$ cat src/rtl/ser_frame_pkg.sv
package ser_frame_pkg;
  localparam int unsigned PAY_W    = 24;
  localparam int unsigned OVH_W    = 4;
  localparam int unsigned FRAME_W  = PAY_W + OVH_W;
  localparam int unsigned IDX_W    = $clog2(FRAME_W);
  localparam int unsigned DISP_W   = $clog2(PAY_W + 1) + 2;
  localparam int unsigned POS_CLK1 = 0;
  localparam int unsigned POS_PAY  = 1;
  localparam int unsigned POS_DCB  = PAY_W + 1;
  localparam int unsigned POS_DCA  = PAY_W + 2;
  localparam int unsigned POS_CLK0 = PAY_W + 3;
  localparam logic [IDX_W-1:0] IDX_LAST = IDX_W'(FRAME_W - 1);

  typedef logic [PAY_W-1:0]          pay_t;
  typedef logic [FRAME_W-1:0]        frame_t;
  typedef logic signed [DISP_W-1:0]  disp_t;

  // ones minus zeros of a payload word
  function automatic disp_t word_disp(input pay_t w);
    int ones;
    ones = 0;
    for (int i = 0; i < int'(PAY_W); i++) ones += int'(w[i]);
    return disp_t'(2 * ones - int'(PAY_W));
  endfunction

  // invert when the word would push the running total further the same way
  function automatic logic want_invert(input disp_t d, input disp_t run);
    return (d != '0) && (run != '0) && (d[DISP_W-1] == run[DISP_W-1]);
  endfunction

  function automatic frame_t pack_frame(input pay_t sent, input logic dcb);
    frame_t f;
    f                    = '0;
    f[POS_CLK1]          = 1'b1;
    f[POS_PAY +: PAY_W]  = sent;
    f[POS_DCB]           = dcb;
    f[POS_DCA]           = ^{sent, dcb};
    f[POS_CLK0]          = 1'b0;
    return f;
  endfunction
endpackage

$ cat src/rtl/ser_frame_ctr.sv
module ser_frame_ctr
  import ser_frame_pkg::*;
(
  input  logic             clk,
  input  logic             rst_n,
  input  logic             pd_n,
  output logic [IDX_W-1:0] idx,
  output logic             wrap
);
  logic [IDX_W-1:0] idx_q;

  always_ff @(posedge clk or negedge rst_n) begin
    if (!rst_n)                idx_q <= IDX_LAST;
    else if (!pd_n)            idx_q <= IDX_LAST;
    else if (idx_q == IDX_LAST) idx_q <= '0;
    else                       idx_q <= idx_q + 1'b1;
  end

  assign idx  = idx_q;
  assign wrap = pd_n && (idx_q == IDX_LAST);
endmodule

$ cat src/rtl/ser_dc_balance.sv
module ser_dc_balance
  import ser_frame_pkg::*;
(
  input  logic  clk,
  input  logic  rst_n,
  input  logic  pd_n,
  input  logic  load,
  input  pay_t  pay_in,
  output pay_t  pay_sent,
  output logic  inv,
  output disp_t run
);
  disp_t run_q;
  disp_t d_raw;
  disp_t d_sent;

  always_comb begin
    d_raw    = word_disp(pay_in);
    inv      = want_invert(d_raw, run_q);
    pay_sent = inv ? ~pay_in : pay_in;
    d_sent   = inv ? -d_raw : d_raw;
  end

  always_ff @(posedge clk or negedge rst_n) begin
    if (!rst_n)     run_q <= '0;
    else if (!pd_n) run_q <= '0;
    else if (load)  run_q <= run_q + d_sent;
  end

  assign run = run_q;
endmodule

$ cat src/rtl/ser_frame_shift.sv
module ser_frame_shift
  import ser_frame_pkg::*;
(
  input  logic clk,
  input  logic rst_n,
  input  logic pd_n,
  input  logic load,
  input  pay_t par_in,
  input  pay_t pay_sent,
  input  logic inv,
  output pay_t hold,
  output logic bit_out
);
  pay_t   hold_q;
  frame_t shreg_q;

  always_ff @(posedge clk or negedge rst_n) begin
    if (!rst_n) begin
      hold_q  <= '0;
      shreg_q <= '0;
    end else if (!pd_n) begin
      hold_q  <= '0;
      shreg_q <= '0;
    end else if (load) begin
      hold_q  <= par_in;
      shreg_q <= pack_frame(pay_sent, inv);
    end else begin
      shreg_q <= {1'b0, shreg_q[FRAME_W-1:1]};
    end
  end

  assign hold    = hold_q;
  assign bit_out = shreg_q[0];
endmodule

$ cat src/rtl/ser_frame_tx.sv
module ser_frame_tx
  import ser_frame_pkg::*;
(
  input  logic             clk,
  input  logic             rst_n,
  input  logic [PAY_W-1:0] par_data,
  input  logic             tx_en,
  input  logic             pd_n,
  output logic             ser_bit,
  output logic             ser_active,
  output logic             word_take
);
  logic [IDX_W-1:0] bit_idx;
  logic             load_evt;
  pay_t             hold_word;
  pay_t             pay_sent;
  logic             inv_flag;
  disp_t            run_disp;
  logic             raw_bit;

  ser_frame_ctr u_ctr (
    .clk  (clk),
    .rst_n(rst_n),
    .pd_n (pd_n),
    .idx  (bit_idx),
    .wrap (load_evt)
  );

  ser_dc_balance u_bal (
    .clk     (clk),
    .rst_n   (rst_n),
    .pd_n    (pd_n),
    .load    (load_evt),
    .pay_in  (hold_word),
    .pay_sent(pay_sent),
    .inv     (inv_flag),
    .run     (run_disp)
  );

  ser_frame_shift u_shift (
    .clk     (clk),
    .rst_n   (rst_n),
    .pd_n    (pd_n),
    .load    (load_evt),
    .par_in  (par_data),
    .pay_sent(pay_sent),
    .inv     (inv_flag),
    .hold    (hold_word),
    .bit_out (raw_bit)
  );

  assign ser_active = tx_en & pd_n;
  assign ser_bit    = ser_active & raw_bit;
  assign word_take  = load_evt;
endmodule

$ cat config.mk
export PLATFORM = sky130hd
export DESIGN_NAME = ser_frame_tx
export DESIGN_NICKNAME = d
export VERILOG_FILES = /design/src/rtl/ser_frame_pkg.sv /design/src/rtl/ser_frame_ctr.sv /design/src/rtl/ser_dc_balance.sv /design/src/rtl/ser_frame_shift.sv /design/src/rtl/ser_frame_tx.sv
export SDC_FILE = /design/constraint.sdc
export NUM_CORES = 1
export LEC_CHECK = 0
export ABC_CLOCK_PERIOD_IN_PS = 13200
export BUFFER_PORTS_ARGS = -buffer_cell sky130_fd_sc_hd__clkbuf_2
export CORE_AREA = 2 2 102 104
export CTS_CLUSTER_DIAMETER = 150
export DETAILED_ROUTE_END_ITERATION = 7
export DIE_AREA = 0 0 104 106
export GPL_TIMING_DRIVEN = 0
export PLACE_DENSITY = 0.61
export RECOVER_POWER = 25
export SYNTH_ARGS = -nofsm -noshare
export SYNTH_HDL_FRONTEND = slang
export SYNTH_SLANG_ARGS = --single-unit
$ cat constraint.sdc
create_clock -name clk -period 13.2 [get_ports clk]
set_input_delay 1.98 -clock clk [delete_from_list [all_inputs] [get_ports clk]]
set_output_delay 1.98 -clock clk [all_outputs]
set_load 0.01 [all_outputs]
### Yosys cells after proc, flatten, opt, wreduce, memory -nomap -nowiden

Index checks and enable logic that the tools add are counted.
Widths: inputs -> output; s select.

* register bits after elaboration: 64
* input bits: 28
* output and inout port bits: 3
* word-level logic and storage cells: 53

* $add $sub $neg: 27
* equality and inequality tests: 3
* multiplexer cells: 10
* bitwise gates (word level): 3
* reduce and logical (&&, ||, !) cells: 6

Operators by type and width (count)
* $add 6x2->6: 22
* $mux 24: 3
* $mux 28: 1
* $mux 27: 1
* $reduce_xor 25->1: 1
* $not 24->24: 1
* $mux 7: 3
* $reduce_bool 7->1: 2
* $mux 5: 2
* $add 7x7->7: 1
* $neg 7->7: 1
* $sub 7x6->7 const B: 1
* $add 5x1->5 const B: 1
* $eq 5x5->1 const B: 1
* $logic_and 1x1->1: 3
* $add 1x1->2: 1
* $and 1x1->1: 2
* $ne 2x1->1 const B: 1
* $eq 1x1->1: 1

### Depth between registers and ports, before layout

* depth in word-level cells: 31
* depth in mapped cells: 31
* mapped depth without buffers: 30

### Cells and area by module

A second synthesis with hierarchy kept.

* cell total of the unflattened synthesis: 391
* area, all modules: 4274.1 um^2

Modules (own cells, without submodules)
* ser_frame_shift: times used 1, cells each 184, area an instance 2362.3 um^2, seq. area each 1276.2 um^2
* ser_dc_balance: times used 1, cells each 184, area an instance 1654.1 um^2, seq. area each 150.1 um^2
* ser_frame_ctr: times used 1, cells each 21, area an instance 245.2 um^2, seq. area each 130.1 um^2
* ser_frame_tx: times used 1, cells each 2, area an instance 12.5 um^2, seq. area each 0.0 um^2

### Least setup slack after synthesis

OpenSTA, ideal clock, no wires.

* kind: reg2reg
* from: register u_shift.hold_q[0], in the netlist u_shift.hold[0]
* to: register u_bal.run_q[6], in the netlist u_bal.run[6]
* data arrival time: 6.599 ns
* required time: 13.076 ns
* setup slack: 6.477 ns
* cell stages (with the launch flop): 27
* period minus slack after synthesis: 6.723 ns
* cells stage by stage: dfrtp_1 > ha_1 > inv_1 > fa_1 > inv_1 > fa_1 > fa_1 > fa_1 > inv_1 > fa_1 > fa_1 > fa_1 > xnor2_1 > ha_1 > xor2_1 > a21oi_1 > o21ai_4 > buf_4 > nand2_1 > o21a_1 > ha_1 > a21o_1 > a21oi_1 > nor2b_1 > o21ai_0 > a221oi_1 > o31a_1

* longest elaborated chain between the ends: 31
* elaborated cells on any way between the ends: 33
* those cells by class: 26 x add/sub; 1 x eq/ne; 3 x mux; 3 x reduce/logical

Ends and longest elaborated chain
* from (decl): line ser_frame_shift.sv:14 `pay_t hold_q;`
* from (signal assigned): line ser_frame_shift.sv:25 `hold_q <= par_in;`
* $add 1x1->2 (*): line ser_frame_pkg.sv:22 `for (int i = 0; i < int'(PAY_W); i++) ones += int'(w[i]);`
* $add 6x2->6 (*) (22 in a row): line ser_frame_pkg.sv:22
* $sub 7x6->7 (*): line ser_frame_pkg.sv:23 `return disp_t'(2 * ones - int'(PAY_W));`
* parallel branches: the longest is 3 deep, another holds $neg 7->7
* $mux 7 (*): line ser_dc_balance.sv:21 `d_sent = inv ? -d_raw : d_raw;`
* $add 7x7->7 (*): line ser_dc_balance.sv:27 `else if (load) run_q <= run_q + d_sent;`
* $mux 7 (*): line ser_dc_balance.sv:27
* $mux 7 (*): line ser_dc_balance.sv:26 `else if (!pd_n) run_q <= '0;`
* to (signal assigned): line ser_dc_balance.sv:27
* to (decl): line ser_dc_balance.sv:13 `disp_t run_q;`

Every way passes the cells marked *. The select of a mux whose other input is x is not followed.
A chain may end at the register's enable or synchronous reset.

### Final worst setup path

* from: register u_shift.hold_q[1], in the netlist u_shift.hold[1]
* to: register u_bal.run_q[6], in the netlist u_bal.run[6]

The elaborated chain is that of the path after synthesis.

==> impl_metrics.py <==
metrics = {
    "global_route": {
        "grt_pass1_vias": 3013,
        "grt_start_max_net_pins": 63,
        "antenna_found_initial": 0,
        "grt_overflow": 0,
        "track_usage_pct": 16.7,
        "grt_pass1_wl_um": 14600,
    },
    "power_and_ir_drop": {
        "ir_drop_v": 0.000170,
        "netSwitchingPower_mw": 0.602,
        "power_mw": 1.35,
        "pwr-share-seq_pct": 21.3,
        "power_frac_comb_pct": 64.8,
        "p_sw_share_pct": 44.7,
        "p_clk_share_pct": 13.9,
        "power_density_nw_per_um2": 305,
        "internal_power_mw": 0.743,
        "p_leak_nw": 2.04,
    },
    "setup_path": {
        "cpPeakStageDelay_ps": 520,
        "critPathBufInv": 4,
        "reg2reg_depth": 26,
        "start_kind": "flop",
        "r2r_start": "u_shift.hold[1]",
        "critical-path-slowest-cell": "fa_1",
        "cp_common_cell": "fa_1",
        "worstSetupPathType": "flop to flop",
        "endpoint_kind": "flop",
        "worst_r2r_endpoint": "u_bal.run[6]",
        "worstPathArrival_ps": 7520,
        "reg2reg_slack_ps": 5930,
        "worst-path-max-fanout": 10,
        "worst_ep_required_time_ps": 13440,
        "cp_top_family": "adder cells",
    },
    "logic_synthesis": {
        "syn_area_um2": 3880,
        "synth_top_cell_by_area": "dfrtp_1",
        "synth_cell_types": 39,
        "synth_seq_cells": 62,
        "synth_area_leaders": "dfrtp_1 (37%), fa_1 (9.3%), xnor2_1 (7.9%), a21oi_1 (7.9%), nand2_1 (6.0%)",
        "synth_warnings": 0,
        "synth.top_cell.area_share_pct": 37.4,
        "synthCells": 419,
        "yosysSeqAreaShare_pct": 40.1,
        "syn-num-nets": 481,
        "avgSynthCellArea_um2": 9.27,
    },
    "timing": {
        "finalHoldViolations": 0,
        "skew_ps": 14.6,
        "period_share_pct": 55.1,
        "tns_ps": 0,
        "rsz0062_at_grt": "no",
        "post-route-min-period_ps": 7270,
        "slew_headroom_pct": -120,
        "drv_slew": 63,
        "setup_viol": 0,
        "max_freq_mhz": 137,
        "tightest_slew_ps": 3310,
    },
    "finish": {
        "n_antenna_cell": 0,
        "final_common_cell": "nand2_1",
        "fin_util_pct": 44.2,
        "syn_to_final_growth_pct": 13.7,
        "drive_gt1_share_pct": 11.2,
        "final_nets": 522,
        "final_cell_mix": "nand2_1 (62), a21oi_1 (61), dfrtp_1 (58)",
        "final_area_um2": 4420,
    },
    "place": {
        "gp_congestion": 0.833,
        "dpl_cell_area_um2": 4210,
        "port_buffers": 30,
        "dpl.hpwl_um": 6210,
    },
    "cts": {
        "post-cts-setup-buffers": 0,
        "cts_tree": "yes",
        "path_clk_slew_ps": 80,
        "holdBufCountCts": 0,
        "root_buffer": "clkbuf_8",
        "clk_latency_ps": 350,
        "ctsResizeCount": 0,
        "numCtsBuffers": 9,
        "clkSinkCount": 62,
        "cts_max_path_buffers": 2,
        "h-tree-depth": 3,
    },
    "floorplanning": {
        "start_util_pct": 38.8,
        "die_w_um": 104,
        "core_um2": 10000,
        "die_h_um": 106,
        "dieArea_um2": 11000,
        "io_pins": 31,
        "num_rows": 37,
    },
    "detailed_routing": {
        "wire_per_inst_um": 13.9,
        "drcViolationCount": 0,
        "drt_iter0_drc": 146,
        "vias": 2901,
        "viasPerCell": 4.83,
        "drt-total-wl_um": 8340,
        "antenna_left": 0,
        "dr.pass1.iters": 5,
    },
    "outcome": {
        "violations": "capacitance limit, slew limit",
        "status": "finished with violations",
    },
    "run": {
        "max_cap_violations": 1,
    },
    "hold_path": {
        "min_from": "u_shift.shreg_q[1]",
        "hold_class": "flop to flop",
        "hold_end": "u_shift.shreg_q[0]",
        "hold_depth": 2,
    },
}
==> worst max-delay path by stage <==
stage | cells after the start | from | slack, ps | end
2_1_floorplan | 26 | u_shift.hold[0] | 6480 | u_bal.run[6]
4_1_cts | 26 | u_shift.hold[0] | 5930 | u_bal.run[6]
5_1_grt | 26 | u_shift.hold[0] | 5540 | u_bal.run[6]
6_report | 26 | u_shift.hold[1] | 5930 | u_bal.run[6]
3_5_place_dp | 26 | u_shift.hold[0] | 5950 | u_bal.run[6]
3_3_place_gp | 26 | u_shift.hold[0] | 6040 | u_bal.run[6]
==> state kept, by name, indices dropped and copies added (netlist names) <==
| name | flops |
|---|---|
| u_shift.shreg_q | 27 |
| u_ctr.idx | 5 |
| u_bal.run | 6 |
| u_shift.hold | 24 |
==> power groups by stage <==
stage / sequential [mW] / combinational, mW / clock (mW)
CTS: 0.287 / 0.883 / 0.191
finish: 0.287 / 0.871 / 0.187
detailed placement: 0.290 / 0.877 / 0
global route: 0.295 / 1.00 / 0.200
global placement: 0.289 / 0.855 / 0
floorplan: 0.278 / 0.702 / 0
==> cell usage after synthesis <==
cell      instances
nor3b_1           1
and3_1            1
clkbuf_1         19
a211oi_1          1
nand4b_1          1
o21ai_4           1
a21oi_1          61
and2_1            3
o211ai_1          1
xor2_1           21
or2_0             1
o31a_1            1
nand3_1           5
o21ai_0          28
dfstp_2           4
o22ai_1           1
clkinv_1          1
a21o_1            2
nor2b_1           5
a31oi_1           1
a211oi_2          1
inv_1            39
buf_4             2
fa_1             18
ha_1             16
a221oi_1          1
or4_1             1
o21a_1            1
and3_4            1
xnor2_1          35
a2111o_1          1
xnor3_1           1
buf_6             1
nand2_1          62
nor4_1            1
dfrtp_1          58
nor2_1           14
nor3_1            4
nand2b_1          3
==> final cells by class <==
class,instances,area [um2]
multi-input cells,295,2080
flip-flops and latches,62,1560
inverters,40,150
plain buffers,22,97.6
fillers,1029,5580
clock inverters,4,70.1
repair buffers,30,148
well taps,136,170
clock buffers,12,145
==> per-stage QoR <==
stage	hold slack [ps]	worst slack, ps	std cells
finish	468	5930	601
global route	486	5540	601
CTS	475	5930	601
detailed placement	459	5950	585
global placement	448	6040	585
floorplan	442	6480	419
==> logic make-up after synthesis <==
family,synth area share (%)
XOR/XNOR,13.2
buffers and inverters,6.38
AND/OR/NAND/NOR,11.7
adder cells (fa/ha/maj),14.4
AO/OA/AOI/OAI,14.2
flip-flops,40.1
==> worst register-to-register path, stage by stage (launching register included) <==
cell and delay (ps):
dfrtp_1 450, ha_1 300, inv_1 50, fa_1 470, inv_1 50, fa_1 520, fa_1 440, fa_1 520
inv_1 60, fa_1 450, fa_1 420, fa_1 460, xnor2_1 420, ha_1 240, xor2_1 240, a21oi_1 150
o21ai_4 110, buf_4 230, nand2_1 80, o21a_1 110, ha_1 260, a21o_1 180, a21oi_1 170, nor2b_1 80
o21ai_0 260, a221oi_1 140, o31a_1 290
==> routing by layer <==
layer  up-vias  track usage, %  wire, um
met5         -               0         0
met4         0            4.92        75
met3         6            3.99       325
met2        57            26.4      3840
met1      1399            22.9      4100
li1       1439               -         -
Note: power is estimated with default switching activity, not from simulation.
